File: src/rtl/bwa_pkg.sv
package bwa_pkg;

  localparam int LANE_W  = 9;
  localparam int LANES   = 4;
  localparam int WORD_W  = LANE_W * LANES;

  // Slice width as a shift: full word, half word or quarter word per beat
  typedef enum logic [1:0] {
    WC_FULL    = 2'd0,
    WC_HALF    = 2'd1,
    WC_QUARTER = 2'd2
  } wcode_e;

  typedef struct packed {
    wcode_e wr;
    wcode_e rd;
    logic   little;
  } bwa_cfg_t;

  localparam bwa_cfg_t CFG_RESET = '{wr: WC_FULL, rd: WC_FULL, little: 1'b0};

  function automatic bwa_cfg_t decode_cfg(input logic m, input logic i,
                                          input logic o, input logic ord);
    bwa_cfg_t c;
    c.little = ord;
    c.wr     = WC_FULL;
    c.rd     = WC_FULL;
    if (m) begin
      unique case ({i, o})
        2'b00:   begin c.wr = WC_FULL;    c.rd = WC_HALF;    end
        2'b01:   begin c.wr = WC_FULL;    c.rd = WC_QUARTER; end
        2'b10:   begin c.wr = WC_HALF;    c.rd = WC_FULL;    end
        default: begin c.wr = WC_QUARTER; c.rd = WC_FULL;    end
      endcase
    end
    return c;
  endfunction

endpackage

File: src/rtl/bwa_cfg_latch.sv
module bwa_cfg_latch
  import bwa_pkg::*;
(
  input  logic     clk,
  input  logic     rst_n,
  input  logic     mrst,
  input  logic     sel_match,
  input  logic     sel_in,
  input  logic     sel_out,
  input  logic     sel_order,
  output bwa_cfg_t cfg
);

  bwa_cfg_t cfg_q, cfg_d;

  always_comb begin
    cfg_d = cfg_q;
    if (mrst) cfg_d = decode_cfg(sel_match, sel_in, sel_out, sel_order);
  end

  always_ff @(posedge clk or negedge rst_n) begin
    if (!rst_n) cfg_q <= CFG_RESET;
    else        cfg_q <= cfg_d;
  end

  assign cfg = cfg_q;

  // selects only matter while master reset is high
  p_cfg_hold_r8: assert property (@(posedge clk) disable iff (!rst_n)
    !mrst |=> $stable(cfg_q));

endmodule

File: src/rtl/bwa_pack.sv
module bwa_pack
  import bwa_pkg::*;
#(
  parameter int P_LANE_W = bwa_pkg::LANE_W,
  parameter int P_LANES  = bwa_pkg::LANES
) (
  input  logic                clk,
  input  logic                rst_n,
  input  logic                flush,
  input  wcode_e              wlg,
  input  logic                little,
  input  logic                in_valid,
  output logic                in_ready,
  input  logic [P_LANE_W*P_LANES-1:0] in_data,
  output logic                out_valid,
  input  logic                out_ready,
  output logic [P_LANE_W*P_LANES-1:0] out_data
);

  localparam int W  = P_LANE_W * P_LANES;
  localparam int LG = $clog2(P_LANES);
  localparam int CW = (LG < 1) ? 1 : LG;

  logic [CW-1:0] cnt_q, cnt_d, last_idx, pos;
  logic [W-1:0]  acc_q, acc_d, merged, word_q, word_d;
  logic          full_q, full_d;
  logic          accept, drain, last;

  assign last_idx = CW'((1 << int'(wlg)) - 1);
  assign pos      = little ? cnt_q : (last_idx - cnt_q);
  assign last     = (cnt_q == last_idx);
  assign in_ready = !flush && (!full_q || out_ready);
  assign accept   = in_valid && in_ready;
  assign drain    = full_q && out_ready;

  // Each storage lane takes the incoming beat when it belongs to the slice
  // selected by the current position, and keeps its collected value otherwise.
  for (genvar j = 0; j < P_LANES; j++) begin : g_lane
    logic [CW-1:0] slot, src;
    assign slot = CW'(j >> (LG - int'(wlg)));
    assign src  = CW'(j & ((1 << (LG - int'(wlg))) - 1));
    assign merged[j*P_LANE_W +: P_LANE_W] = (slot == pos)
      ? in_data[int'(src)*P_LANE_W +: P_LANE_W]
      : acc_q[j*P_LANE_W +: P_LANE_W];
  end

  always_comb begin
    cnt_d  = cnt_q;
    acc_d  = acc_q;
    word_d = word_q;
    full_d = full_q && !drain;
    if (accept) begin
      acc_d = merged;
      if (last) begin
        cnt_d  = '0;
        word_d = merged;
        full_d = 1'b1;
      end else begin
        cnt_d = cnt_q + 1'b1;
      end
    end
    if (flush) begin
      cnt_d  = '0;
      acc_d  = '0;
      full_d = 1'b0;
    end
  end

  always_ff @(posedge clk or negedge rst_n) begin
    if (!rst_n) begin
      cnt_q  <= '0;
      acc_q  <= '0;
      word_q <= '0;
      full_q <= 1'b0;
    end else begin
      cnt_q  <= cnt_d;
      acc_q  <= acc_d;
      word_q <= word_d;
      full_q <= full_d;
    end
  end

  assign out_valid = full_q;
  assign out_data  = word_q;

  // slice position moves only on an accepted beat
  p_cnt_idle_r10: assert property (@(posedge clk) disable iff (!rst_n)
    (!accept && !flush) |=> $stable(cnt_q));

  // a word appears only after a beat that closed it
  p_word_after_last_r10: assert property (@(posedge clk) disable iff (!rst_n)
    $rose(full_q) |-> $past(accept) && ($past(cnt_q) == $past(last_idx)));

  // an offered word is held until storage takes it
  p_hold_word_r13: assert property (@(posedge clk) disable iff (!rst_n)
    (full_q && !out_ready && !flush) |=> full_q && $stable(word_q));

endmodule

File: src/rtl/bwa_unpack.sv
module bwa_unpack
  import bwa_pkg::*;
#(
  parameter int P_LANE_W = bwa_pkg::LANE_W,
  parameter int P_LANES  = bwa_pkg::LANES
) (
  input  logic                clk,
  input  logic                rst_n,
  input  logic                flush,
  input  wcode_e              rlg,
  input  logic                little,
  input  logic                in_valid,
  output logic                in_ready,
  input  logic [P_LANE_W*P_LANES-1:0] in_data,
  output logic                out_valid,
  input  logic                out_ready,
  output logic [P_LANE_W*P_LANES-1:0] out_data
);

  localparam int W  = P_LANE_W * P_LANES;
  localparam int LG = $clog2(P_LANES);
  localparam int CW = (LG < 1) ? 1 : LG;

  logic [CW-1:0] cnt_q, cnt_d, last_idx, pos;
  logic [W-1:0]  word_q, word_d;
  logic          has_q, has_d;
  logic          take, load, last;

  assign last_idx = CW'((1 << int'(rlg)) - 1);
  assign pos      = little ? cnt_q : (last_idx - cnt_q);
  assign last     = (cnt_q == last_idx);
  assign take     = has_q && out_ready;
  assign in_ready = !flush && (!has_q || (out_ready && last));
  assign load     = in_valid && in_ready;

  // Output lane j carries lane j of the selected slice; lanes beyond the
  // slice width are driven low.
  for (genvar j = 0; j < P_LANES; j++) begin : g_lane
    logic [CW-1:0] idx;
    logic          used;
    assign used = (j < (P_LANES >> int'(rlg)));
    assign idx  = CW'(int'(pos) * (P_LANES >> int'(rlg)) + j);
    assign out_data[j*P_LANE_W +: P_LANE_W] = used
      ? word_q[int'(idx)*P_LANE_W +: P_LANE_W]
      : '0;
  end

  always_comb begin
    cnt_d  = cnt_q;
    has_d  = has_q;
    word_d = word_q;
    if (take) begin
      if (last) begin
        cnt_d = '0;
        has_d = 1'b0;
      end else begin
        cnt_d = cnt_q + 1'b1;
      end
    end
    if (load) begin
      word_d = in_data;
      has_d  = 1'b1;
    end
    if (flush) begin
      cnt_d = '0;
      has_d = 1'b0;
    end
  end

  always_ff @(posedge clk or negedge rst_n) begin
    if (!rst_n) begin
      cnt_q  <= '0;
      has_q  <= 1'b0;
      word_q <= '0;
    end else begin
      cnt_q  <= cnt_d;
      has_q  <= has_d;
      word_q <= word_d;
    end
  end

  assign out_valid = has_q;

  // an offered read beat stays put until taken
  p_beat_hold_r13: assert property (@(posedge clk) disable iff (!rst_n)
    (has_q && !out_ready && !flush) |=> has_q && $stable(out_data));

  // upper lanes are quiet in the narrow read modes
  p_unused_zero_r11: assert property (@(posedge clk) disable iff (!rst_n)
    (has_q && rlg == WC_QUARTER) |-> (out_data[W-1:P_LANE_W] == '0));

endmodule

File: src/rtl/bus_width_adapter.sv
module bus_width_adapter
  import bwa_pkg::*;
(
  input  logic              clk,
  input  logic              rst_n,
  input  logic              mrst,
  input  logic              prst,
  input  logic              sel_match,
  input  logic              sel_in,
  input  logic              sel_out,
  input  logic              sel_order,
  input  logic              wr_valid,
  output logic              wr_ready,
  input  logic [WORD_W-1:0] wr_data,
  output logic              wd_valid,
  input  logic              wd_ready,
  output logic [WORD_W-1:0] wd_data,
  input  logic              rs_valid,
  output logic              rs_ready,
  input  logic [WORD_W-1:0] rs_data,
  output logic              rd_valid,
  input  logic              rd_ready,
  output logic [WORD_W-1:0] rd_data
);

  logic [1:0] rst_pipe;
  logic       rst_s_n;
  logic       flush;
  bwa_cfg_t   cfg;

  always_ff @(posedge clk or negedge rst_n) begin
    if (!rst_n) rst_pipe <= 2'b00;
    else        rst_pipe <= {rst_pipe[0], 1'b1};
  end
  assign rst_s_n = rst_pipe[1];
  assign flush   = mrst || prst;

  bwa_cfg_latch u_cfg (
    .clk       (clk),
    .rst_n     (rst_s_n),
    .mrst      (mrst),
    .sel_match (sel_match),
    .sel_in    (sel_in),
    .sel_out   (sel_out),
    .sel_order (sel_order),
    .cfg       (cfg)
  );

  bwa_pack #(.P_LANE_W(LANE_W), .P_LANES(LANES)) u_pack (
    .clk       (clk),
    .rst_n     (rst_s_n),
    .flush     (flush),
    .wlg       (cfg.wr),
    .little    (cfg.little),
    .in_valid  (wr_valid),
    .in_ready  (wr_ready),
    .in_data   (wr_data),
    .out_valid (wd_valid),
    .out_ready (wd_ready),
    .out_data  (wd_data)
  );

  bwa_unpack #(.P_LANE_W(LANE_W), .P_LANES(LANES)) u_unpack (
    .clk       (clk),
    .rst_n     (rst_s_n),
    .flush     (flush),
    .rlg       (cfg.rd),
    .little    (cfg.little),
    .in_valid  (rs_valid),
    .in_ready  (rs_ready),
    .in_data   (rs_data),
    .out_valid (rd_valid),
    .out_ready (rd_ready),
    .out_data  (rd_data)
  );

  // nothing is accepted while either reset is held
  p_flush_quiet_r12: assert property (@(posedge clk) disable iff (!rst_s_n)
    flush |-> (!wr_ready && !rs_ready));

  // both offers are withdrawn after a reset edge
  p_flush_clears_r12: assert property (@(posedge clk) disable iff (!rst_s_n)
    flush |=> (!wd_valid && !rd_valid));

  // half-width reads leave the upper half low
  p_half_zero_r11: assert property (@(posedge clk) disable iff (!rst_s_n)
    (rd_valid && cfg.rd == WC_HALF) |-> (rd_data[WORD_W-1:WORD_W/2] == '0));

endmodule

File: config.mk
export PLATFORM = sky130hd
export DESIGN_NAME = bus_width_adapter
export DESIGN_NICKNAME = d
export VERILOG_FILES = /design/src/rtl/bwa_pkg.sv /design/src/rtl/bwa_cfg_latch.sv /design/src/rtl/bwa_pack.sv /design/src/rtl/bwa_unpack.sv /design/src/rtl/bus_width_adapter.sv
export SDC_FILE = /design/constraint.sdc
export NUM_CORES = 1
export LEC_CHECK = 0
export ABC_AREA = 1
export BUFFER_PORTS_ARGS = -buffer_cell sky130_fd_sc_hd__buf_4
export CAP_MARGIN = 5
export CORE_MARGIN = 3
export CORE_UTILIZATION = 45
export DETAILED_ROUTE_END_ITERATION = 12
export PLACE_DENSITY = 0.69
export SYNTH_ARGS = -nofsm -noshare
export SYNTH_HDL_FRONTEND = slang
export SYNTH_SLANG_ARGS = --single-unit
File: constraint.sdc
create_clock -name clk -period 4 [get_ports clk]
set_clock_uncertainty 0.1 [all_clocks]
set_input_delay 0.2 -clock clk [delete_from_list [all_inputs] [get_ports clk]]
set_output_delay 0.2 -clock clk [all_outputs]
set_load 0.02 [all_outputs]
# ---- Yosys cells after proc, flatten, opt, wreduce, memory -nomap -nowiden
# Index checks and enable logic that the tools add are counted.
dict set report word_totals {
  register_bits 121
  word_cells 106
  output_inout_bits 76
}
dict set report op_classes {
  n_reduce_logical 22
  eq_ne 8
  mux 27
  shift 15
  n_lt_le_gt_ge 4
  n_mul 8
  add_sub_neg 11
}
# cell n
set ops {}
lappend ops {{$shiftx A36 B32 Y9} 7}
lappend ops {{$mux W36} 2}
lappend ops {{$mux W9} 8}
lappend ops {{$lt A3 B32 Y1 const A} 2}
lappend ops {{$shr A1 B32 Y2 const A} 2}
lappend ops {{$shr A2 B32 Y2 const A} 2}
lappend ops {{$lt A1 B32 Y1 const A} 1}
lappend ops {{$lt A2 B32 Y1 const A} 1}
lappend ops {{$mul A3 B32 Y2} 1}
lappend ops {{$shl A1 B32 Y2 const A} 1}
lappend ops {{$shr A3 B2 Y32 const A} 1}
lappend ops {{$mul A2 B4 Y6 const B} 5}
lappend ops {{$mux W2} 8}
lappend ops {{$eq A2 B2 Y1} 6}
lappend ops {{$pmux W4 S3} 1}
lappend ops {{$mul A1 B4 Y5 const B} 2}
lappend ops {{$logic_and A1 B1 Y1} 8}
lappend ops {{$mux W1} 7}
lappend ops {{$add A2 B1 Y2 const B} 3}
lappend ops {{$reduce_bool A3 Y1} 2}
lappend ops {{$sub A2 B2 Y2 const B} 3}
lappend ops {{$add A2 B2 Y2 const B} 2}
lappend ops {{$logic_not A1 Y1} 4}
lappend ops {{$mux W4} 1}
lappend ops {{other kinds (9)} 15}

# ---- Longest topological paths before layout
# Gate-level depths: netlist of run 1.
dict set report logic_depth {
  word_depth 9
  depth_mapped 16
  ltp_nobuf 15
}

# ---- Modules after synthesis
# A second synthesis of run 1 with hierarchy kept.
dict set report hier_totals {
  hier_cells 934
  hier_area_um2 6966.7
}
# module cells_each seq_area_each_um2 area_per_inst_um2 n_inst
set by_module_without_submodules {}
lappend by_module_without_submodules {bwa_pack 515 1876.8 3956.3 1}
lappend by_module_without_submodules {bwa_unpack 385 975.9 2732.6 1}
lappend by_module_without_submodules {bwa_cfg_latch 28 125.1 212.7 1}
lappend by_module_without_submodules {bus_width_adapter 6 50.0 65.1 1}

# ---- Worst setup path after synthesis of run 1
# OpenSTA, ideal clock, no wires.
dict set report synth_path {
  path_kind {reg2out}
  from {register u_cfg.cfg_q, in the netlist u_cfg.cfg[1]}
  to {output rd_data[10]}
  path_stages_with_launch 15
  slack_ns 1.261
  t_arrival_ns 2.439
  t_required_ns 3.700
  path_buffers 2
  cell_sequence {dfrtp_1 > nor2_1 > clkbuf_1 > inv_1 > ha_1 > xor2_1 > nor2_1 > o21ai_1 > nand2_1 > inv_2 > nand2_2 > nand2_4 > buf_6 > nor2_1 > nor2_1}
}
dict set report synth_between {
  elab_chain_cells 9
  elab_cells_between_ends 11
  classes_between {add/sub: 3; mul: 2; order compare: 1; shift: 3; mux: 2}
}
# item line
set synth_rtl {}
lappend synth_rtl {{from (decl)} bwa_cfg_latch.sv:14} ;# bwa_cfg_t cfg_q, cfg_d;
lappend synth_rtl {{from (signal assigned)} bwa_cfg_latch.sv:23} ;# else cfg_q <= cfg_d;
lappend synth_rtl {{$shl A1 B2 Y2} bwa_unpack.sv:29} ;# assign last_idx = CW'((1 << int'(rlg)) - 1);
lappend synth_rtl {{$sub A2 B2 Y2} bwa_unpack.sv:29}
lappend synth_rtl {{$sub A2 B2 Y2} bwa_unpack.sv:30} ;# assign pos = little ? cnt_q : (last_idx - cnt_q);
lappend synth_rtl {{$mux W2} bwa_unpack.sv:30}
lappend synth_rtl {{$mul A3 B32 Y2} bwa_unpack.sv:42} ;# assign idx = CW'(int'(pos) * (P_LANES >> int'(rlg)) + j);
lappend synth_rtl {{$add A2 B2 Y2} bwa_unpack.sv:42}
lappend synth_rtl {{$mul A2 B4 Y6} bwa_unpack.sv:44} ;# ? word_q[int'(idx)*P_LANE_W +: P_LANE_W]
lappend synth_rtl {{$shiftx A36 B32 Y9} bwa_unpack.sv:44}
lappend synth_rtl {{$mux W9 (*)} bwa_unpack.sv:44}
lappend synth_rtl {{to (decl)} bus_width_adapter.sv:23} ;# output logic [WORD_W-1:0] rd_data
# Mark *: on every way between the ends. The rest lies on a longest branch, timed or not.

# ---- Worst setup path after layout of run 1
dict set report layout_path {
  from {register u_cfg.cfg_q, in the netlist u_cfg.cfg[1]}
  to {output rd_data[14]}
}
# The elaborated chain is that of the path after synthesis.

==> results.py, run 1 <==
metrics = {
    "outcome": {
        "status": "completed",
    },
    "cells_and_area": {
        "area_growth_pct": 34.7,
        "layout_commonest_cell": "nand2_1",
        "nets": 1180,
        "final_cell_mix": "nand2_1 (317), buf_4 (168), dfrtp_1 (120)",
        "antenna_cells": 0,
        "drive_above_1_share_pct": 23.1,
        "final_cell_count_no_fill": 1286,
    },
    "clocking": {
        "clockBufferDepth": 2,
        "cts_root_buf": "clkbuf_16",
        "cts_resized": 0,
        "postCtsSetupRepairBufs": 0,
        "htree_num_levels": 4,
        "clkTransAtPathRegs_ps": 50,
        "cts_tree": "built",
        "clock_sinks": 121,
        "cts_buffers": 17,
        "clk_latency_ps": 420,
    },
    "setup_path": {
        "timing.rr.start": "u_cfg.cfg[1]",
        "reg2reg_depth": 11,
        "cp_slowest_cell": "dfrtp_1",
        "crit_start": "u_cfg.cfg[1]",
        "path_max_fanout": 27,
        "crit_chain": "nor2_1 > buf_4 > inv_1 > ha_1 > xor2_1 > nor2_1 > o21ai_1 > nand2_1 > inv_2 > nand2_2 > nand2_4 > nand2_1 > nand2_1 > nor2_1 > buf_4",
        "cp-start-kind": "register",
        "crit_path_max_incr_delay_ps": 430,
        "cp.arrival_ps": 3300,
        "r2r-end": "u_unpack.word_q[33]",
        "ff2ff_setup_slack_ps": 1050,
        "worstSetupPathType": "register to primary output",
        "critPathRequiredTime_ps": 3700,
        "cp-end-kind": "primary output",
    },
    "yosys": {
        "avgSynthCellArea_um2": 7.55,
        "yosysWarnings": 0,
        "synth_cells": 901,
        "synthArstFlopShare_pct": 100,
        "synth-seq-cells": 121,
        "synth_flop_cell": "dfrtp_1",
        "synth_edf_count": 0,
        "synth_nets": 992,
        "netlist_area_um2": 6800,
        "ys_seq_area_share_pct": 44.5,
        "ys_types": 33,
    },
    "min_path": {
        "hold_depth": 4,
        "whs_endpoint": "u_unpack.cnt_q[1]",
        "holdCritPathClass": "input port to register",
        "worstHoldStart": "rd_ready",
    },
    "global_route": {
        "grt_pass1_wl_mm": 30.4,
        "grt_max_degree": 72,
        "grt_pass1_vias": 6068,
        "grt_usage_pct": 23.2,
        "antenna_found_initial": 0,
        "grt-ovfl-total": 0,
    },
    "floorplan": {
        "dieArea_um2": 16600,
        "rows": 44,
        "fp.dieW_um": 129,
        "die_y_um": 129,
        "top_level_ports": 160,
        "start_util_pct": 46.5,
        "core_area_um2": 14600,
    },
    "sta": {
        "post-route-period-util_pct": 89.9,
        "period_minus_slack_ps": 3600,
        "slew_headroom_pct": 35.9,
        "fmax_mhz": 278,
        "worst-slew-pin-transition_ps": 962,
        "rsz0062_at_grt": "false",
        "finalHoldViolations": 0,
        "final-setup-viol-count": 0,
        "fin_setup_tns_ps": 0,
        "finalMaxSlewViolations": 0,
    },
    "job": {
        "drv_cap": 0,
    },
    "route": {
        "routed_wl_mm": 19.0,
        "drc": 0,
        "ant_nets": 0,
        "viasPerCell": 4.98,
        "wl_per_cell_um": 14.7,
        "drtIter0Drc": 405,
        "drt_first_pass_iters": 5,
        "dr_total_vias": 6410,
    },
    "placement": {
        "port_buffers": 159,
        "dp_cells": 1206,
        "dpl.hpwl_mm": 12.9,
        "routabilityCongestion": 0.897,
    },
    "power": {
        "p_per_area_nw_per_um2": 586,
        "vdd_ir_drop_max_v": 0.000373,
        "p_leak_nw": 4.87,
    },
}
-- stage by stage --
stage	hold WS (ps)	cell area, um2	worst slack, ps	power [mW]	util, %
after floorplan	-196	6800	279	3.04	-
after global placement	-116	8070	933	3.73	55.1
after detailed placement	-116	8070	896	3.76	55.1
after CTS	0.184	9160	410	5.40	62.6
after global routing	27.9	9160	33.9	5.71	62.6
final	16.3	9160	404	5.37	62.6
-- registers in the layout, indices dropped and copies added, names as in the netlist --
name                cells
u_pack.acc_q           36
u_pack.out_data        36
u_unpack.word_q        36
u_cfg.cfg               5
rst_pipe                2
u_pack.cnt_q            2
u_unpack.cnt_q          2
u_pack.out_valid        1
u_unpack.out_valid      1
-- repair_timing --
| item | 4_1_cts | 5_1_grt |
|---|---|---|
| endpoints found under the hold margin | 46 | 0 |
| hold buffers | 48 | 0 |
| setup endpoints to repair | 0 | 0 |
-- cell type report --
type / count / area, um2
timing repair buffer: 217 / 1760
tap: 184 / 230
clock inverter: 14 / 174
fill: 1298 / 5480
sequential: 121 / 3030
multi-input combinational: 638 / 3170
clock buffer: 18 / 439
inverter: 94 / 353
-- worst max path at each step --
stage               depth (start not counted)      endpoint
floorplan                                   0  u_cfg.cfg[0]
global placement                            9    rd_data[0]
detailed placement                         15   rd_data[14]
CTS                                        15   rd_data[14]
global route                               15    rd_data[9]
finish                                     15   rd_data[14]
-- cells by family after synthesis --
| group | after synthesis | share of synthesized area (%) |
|---|---|---|
| AND/OR/NAND/NOR | 441 | 27.1 |
| AO/OA/AOI/OAI | 166 | 13.1 |
| buffers and inverters | 142 | 8.99 |
| flip-flops | 121 | 44.5 |
| multiplexers | 18 | 3.70 |
| adder cells (fa/ha/maj) | 7 | 1.29 |
| XOR/XNOR | 5 | 1.31 |
| other | 1 | 0.0551 |
-- power breakdown --
group	leakage, nW	total [mW]	internal [mW]	switching [mW]
combinational	3.03	2.10	0.825	1.28
sequential	1.53	1.69	1.51	0.186
clock	0.300	1.58	0.998	0.581
total	4.87	5.37	3.33	2.04
-- cell usage after synthesis, types with 3 or more instances --
master,number,share of area [%]
nand4_1,18,1.7
nor2_4,3,0.50
clkbuf_1,25,1.4
ha_1,7,1.3
nor2_1,51,2.8
o21ai_0,72,5.3
mux2_4,13,2.9
nand2_1,318,18
buf_6,7,1.2
buf_4,3,0.33
inv_1,85,4.7
nand3_4,3,0.77
nand3_1,43,3.2
o21ai_1,57,4.2
buf_2,12,0.88
dfrtp_1,121,45
mux2_2,5,0.83
inv_2,8,0.44
o22ai_1,4,0.37
a21oi_2,10,1.3
a21oi_1,19,1.4
-- critical path, delay by kind of cell (launching register included) --
family | cells | cell delay (ps)
AO/OA/AOI/OAI | 1 | 130
XOR/XNOR | 1 | 240
adder cells (fa/ha/maj) | 1 | 300
buffers and inverters | 4 | 720
flip-flops | 1 | 430
AND/OR/NAND/NOR | 8 | 1040
-- per-layer routing --
metal	GRT usage, %	vias up	routed length [um]
met1	31.9	2968	8810
li1	-	3247	-
met5	0	-	0
met3	4.86	30	900
met4	8.09	0	346
met2	36.6	165	8910
Power figures use the tool's default switching activity.
==> inputs of run 2 (changes only) <==
RECOVER_POWER = 100   (was default)
==> results.py, run 2 (same netlist as run 1, synthesis figures left out) <==
metrics = {
    "clocking": {
        "clkTransAtPathRegs_ps": 50,
        "cts_root_buf": "clkbuf_16",
        "clockBufferDepth": 2,
        "clk_latency_ps": 420,
        "clock_sinks": 121,
        "cts_buffers": 17,
        "cts_tree": "built",
        "postCtsSetupRepairBufs": 0,
        "htree_num_levels": 4,
    },
    "floorplan": {
        "die_y_um": 129,
        "start_util_pct": 46.5,
        "fp.dieW_um": 129,
        "core_area_um2": 14600,
        "rows": 44,
        "dieArea_um2": 16600,
        "top_level_ports": 160,
    },
    "setup_path": {
        "cp-start-kind": "register",
        "critPathRequiredTime_ps": 3700,
        "cp-end-kind": "primary output",
        "worstSetupPathType": "register to primary output",
        "cp.arrival_ps": 3320,
        "path_max_fanout": 54,
    },
    "outcome": {
        "violations": "capacitance limit, slew limit",
        "status": "finished, violations left",
    },
    "global_route": {
        "antenna_found_initial": 0,
        "grt_usage_pct": 23.2,
        "grt_pass1_wl_mm": 30.4,
        "grt_pass1_vias": 6068,
        "grt_max_degree": 72,
        "grt-ovfl-total": 0,
    },
    "cells_and_area": {
        "final_cell_mix": "nand2_1 (317), dfrtp_1 (121), o21ai_0 (106)",
        "area_growth_pct": 29.8,
        "register_area_um2": 3030,
        "final_cell_area_um2": 8830,
        "drive_above_1_share_pct": 16.3,
        "antenna_cells": 0,
        "fill_cells": 1389,
        "nets": 1180,
        "layout_commonest_cell": "nand2_1",
        "multi_input_area_um2": 3100,
    },
    "placement": {
        "routabilityCongestion": 0.897,
        "port_buffers": 159,
        "dpl.hpwl_mm": 12.9,
        "dpl_cell_area_um2": 8070,
        "placement.setup.worst_slack_ps": 896,
    },
    "route": {
        "ant_nets": 0,
        "wl_per_cell_um": 14.7,
        "dr_total_vias": 6432,
        "drt_first_pass_iters": 6,
        "drtIter0Drc": 364,
        "drc": 0,
        "viasPerCell": 5.00,
        "routed_wl_mm": 18.9,
    },
    "power": {
        "p_per_area_nw_per_um2": 581,
        "vdd_ir_drop_max_v": 0.000358,
        "p_leak_nw": 4.58,
        "fin_total_pwr_mw": 5.13,
    },
    "sta": {
        "slew_headroom_pct": -96.7,
        "finalWorstSetupSlack_ps": 376,
        "period_minus_slack_ps": 3620,
        "post-route-period-util_pct": 90.6,
        "final-setup-viol-count": 0,
        "finalHoldViolations": 0,
        "fin_setup_tns_ps": 0,
        "rsz0062_at_grt": "false",
        "worst-slew-pin-transition_ps": 2950,
        "finalMaxSlewViolations": 106,
        "fmax_mhz": 276,
    },
    "job": {
        "drv_cap": 2,
    },
    "min_path": {
        "holdCritPathClass": "input port to register",
    },
}
run 2: area by class of cell:
class / instances / area share (%)
clock buffer: 18 / 4.97
timing repair buffer: 217 / 17.1
clock inverter: 14 / 1.97
multi-input combinational: 638 / 35.1
tap: 184 / 2.61
sequential: 121 / 34.3
inverter: 94 / 3.99
run 2: timing repair:
item                                   in CTS  in global routing
endpoints found under the hold margin      46                  0
hold buffers                               48                  0
resized for setup                           0                  0
run 2: path summary, 6_finish.rpt:
path	from	end	slack, ps	cells past startpoint
min	rd_ready	u_unpack.cnt_q[1]	20	4
max in group asynchronous	rst_pipe[1]	u_pack.out_data[21]	980	0
max reg2reg	u_cfg.cfg[1]	u_unpack.word_q[8]	600	11
max	u_cfg.cfg[1]	rd_data[0]	380	9
min reg2reg	rst_pipe[0]	rst_pipe[1]	250	0
min in group asynchronous	rst_n	rst_pipe[1]	560	3
run 2: routing by layer:
| metal | track usage [%] | part of all wire [%] |
|---|---|---|
| met5 | 0 | 0 |
| met4 | 8.09 | 1.9 |
| met3 | 4.86 | 4.9 |
| met2 | 36.6 | 47 |
| met1 | 31.9 | 46 |
run 2: through the flow:
stage,util [%],hold slack [ps],instances
6_report,60.3,16.4,1286
3_5_place_dp,55.1,-116,1206
3_3_place_gp,55.1,-116,1206
5_1_grt,60.3,27.9,1286
4_1_cts,62.6,0.184,1286
2_1_floorplan,-,-196,901
run 2: power breakdown:
part           internal, mW  total [mW]  switching, mW
Combinational         0.607        1.86           1.26
Sequential             1.51        1.68          0.179
Clock                 0.999        1.58          0.585
Total                  3.11        5.13           2.02
run 2: critical path, cell delays in order (launching register included):
cell and delay [ps]:
dfrtp_1 430, nor2_1 170, ha_1 280, o21ai_1 340
nand2_2 550, clkbuf_2 420, o21ai_0 240, o21ai_0 110
a21oi_1 150, clkbuf_2 200
==> inputs of run 3 (changes only) <==
--- a/config.mk
+++ b/config.mk
@@ -10,7 +10,7 @@
 export CAP_MARGIN = 5
 export CORE_MARGIN = 3
-export CORE_UTILIZATION = 45
+export CORE_UTILIZATION = 50
 export DETAILED_ROUTE_END_ITERATION = 12
-export PLACE_DENSITY = 0.69
+export PLACE_DENSITY = 0.75
 export RECOVER_POWER = 100
 export SYNTH_ARGS = -nofsm -noshare
==> constraint.sdc (replaced) <==
create_clock -name clk -period 4 [get_ports clk]
set_clock_uncertainty 0.1 [all_clocks]
set_input_delay 0.2 -clock clk [delete_from_list [all_inputs] [get_ports clk]]
set_output_delay 0.2 -clock clk [all_outputs]
set_load 0.01 [all_outputs]
==> results.py, run 3 (same netlist as run 1, synthesis figures left out) <==
metrics = {
    "outcome": {
        "status": "finished, violations left",
        "violations": "capacitance limit, slew limit",
    },
    "setup_path": {
        "cp-start-kind": "register",
        "crit_path_end": "rd_data[9]",
        "critPathRequiredTime_ps": 3700,
        "crit_start": "u_cfg.cfg[1]",
        "path_max_fanout": 27,
        "crit_chain": "nor2_1 > buf_4 > inv_1 > ha_1 > xor2_1 > nor2_1 > o21ai_1 > nand2_1 > inv_2 > nand2_1 > nand2_4 > nor2_1 > nor2_1 > buf_4",
        "r2r-end": "u_unpack.word_q[8]",
        "cpLargestDelayFamily": "simple AND/OR/NAND/NOR gates",
        "crit_path_max_incr_delay_ps": 420,
        "crit_top_cell": "nor2_1",
        "worstSetupPathType": "register to primary output",
        "cp-end-kind": "primary output",
        "cp.arrival_ps": 3400,
        "crit_buf_inv": 4,
        "timing.rr.start": "u_cfg.cfg[1]",
        "reg2reg_depth": 11,
        "cp_slowest_cell": "dfrtp_1",
        "ff2ff_setup_slack_ps": 520,
        "cp.depth": 14,
    },
    "clocking": {
        "cts_root_buf": "clkbuf_16",
        "clockBufferDepth": 2,
        "clk_latency_ps": 420,
        "clkTransAtPathRegs_ps": 60,
        "cts_resized": 0,
        "clock_sinks": 121,
        "cts_tree": "built",
        "cts_buffers": 17,
        "htree_num_levels": 4,
    },
    "floorplan": {
        "fp.dieW_um": 123,
        "start_util_pct": 52.4,
        "dieArea_um2": 15000,
        "top_level_ports": 160,
        "rows": 41,
        "core_area_um2": 13000,
        "die_y_um": 123,
    },
    "cells_and_area": {
        "layout_commonest_cell": "nand2_1",
        "drive_above_1_share_pct": 14.7,
        "antenna_cells": 0,
        "final_cell_mix": "nand2_1 (318), dfrtp_1 (121), o21ai_0 (103)",
        "nets": 1178,
        "area_growth_pct": 28.1,
    },
    "sta": {
        "final-setup-viol-count": 0,
        "finalHoldViolations": 0,
        "hold_ws_ps": 29.1,
        "rsz0062_at_grt": "false",
        "fmax_mhz": 270,
        "period_minus_slack_ps": 3700,
        "finalMaxSlewViolations": 79,
        "post-route-period-util_pct": 92.5,
        "slew_headroom_pct": -115,
        "fin_setup_tns_ps": 0,
        "worst-slew-pin-transition_ps": 3230,
    },
    "route": {
        "drt_first_pass_iters": 5,
        "wl_per_cell_um": 15.6,
        "viasPerCell": 5.25,
        "drtIter0Drc": 515,
        "routed_wl_mm": 19.9,
        "dr_total_vias": 6678,
        "drc": 0,
        "ant_nets": 0,
    },
    "global_route": {
        "antenna_found_initial": 0,
        "grt_usage_pct": 27.4,
        "grt-ovfl-total": 0,
        "grt_pass1_wl_mm": 31.9,
        "grt_max_degree": 80,
        "grt_pass1_vias": 6405,
    },
    "placement": {
        "dpl.hpwl_mm": 13.6,
        "port_buffers": 159,
        "routabilityCongestion": 0.987,
    },
    "job": {
        "drv_cap": 1,
    },
    "power": {
        "p_per_area_nw_per_um2": 548,
        "p_leak_nw": 4.48,
        "vdd_ir_drop_max_v": 0.000314,
    },
    "min_path": {
        "holdCritPathClass": "input port to register",
    },
}
## run 3: cell count changes in the layout (fill, tap and decap cells not counted), moves of 2 or more
cell,before,now
clkbuf_1,53,69
o21ai_1,23,26
o21ai_0,106,103
clkinvlp_4,1,7
bufinv_16,3,0
clkbuf_2,21,1
clkinv_4,6,3
buf_4,93,95
## run 3: stage by stage
step	util [%]	setup WS, ps	area, um2	total power, mW	std cells
after floorplan	-	279	6800	2.84	901
after global placement	61.9	854	8030	3.53	1192
after detailed placement	61.9	831	8030	3.58	1192
after CTS	69.8	351	9060	5.02	1272
after global routing	67.1	50.1	8710	5.10	1272
final	67.1	302	8710	4.78	1272
## run 3: cell type report
| class | instances | area, um2 |
|---|---|---|
| Tap cell | 172 | 215 |
| Clock buffer | 18 | 439 |
| Multi-Input combinational cell | 638 | 3090 |
| Clock inverter | 14 | 103 |
| Inverter | 94 | 353 |
| Fill cell | 1195 | 4260 |
| Timing Repair Buffer | 215 | 1490 |
| Sequential cell | 121 | 3030 |
## run 3: worst min-delay path by stage
stage	from	end	cells past startpoint
final	sel_match	u_cfg.cfg[2]	3
after CTS	sel_match	u_cfg.cfg[2]	3
after global placement	rst_n	rst_pipe[0]	1
after detailed placement	rst_n	rst_pipe[0]	1
after global routing	sel_match	u_cfg.cfg[2]	3
after floorplan	rst_n	rst_pipe[0]	0
## run 3: per-layer routing
layer	vias up	track usage (%)	wire (um)
met5	-	0	0
met4	0	11.3	605
met3	53	6.18	1670
met2	317	42.8	9100
met1	3062	36.9	8500
li1	3246	-	-
## run 3: where the power goes
part | switching, mW | internal, mW
registers | 0.194 | 1.51
logic | 1.09 | 0.597
clock network | 0.581 | 0.805
## run 3: timing repair
action	in CTS	in global routing
buffers inserted	0	0
hold endpoints to repair	46	0
hold buffers	48	0
## run 3: worst min-delay path, cell delays in order
cell and delay (ps):
buf_4 110, nand2_1 100, o22ai_1 80
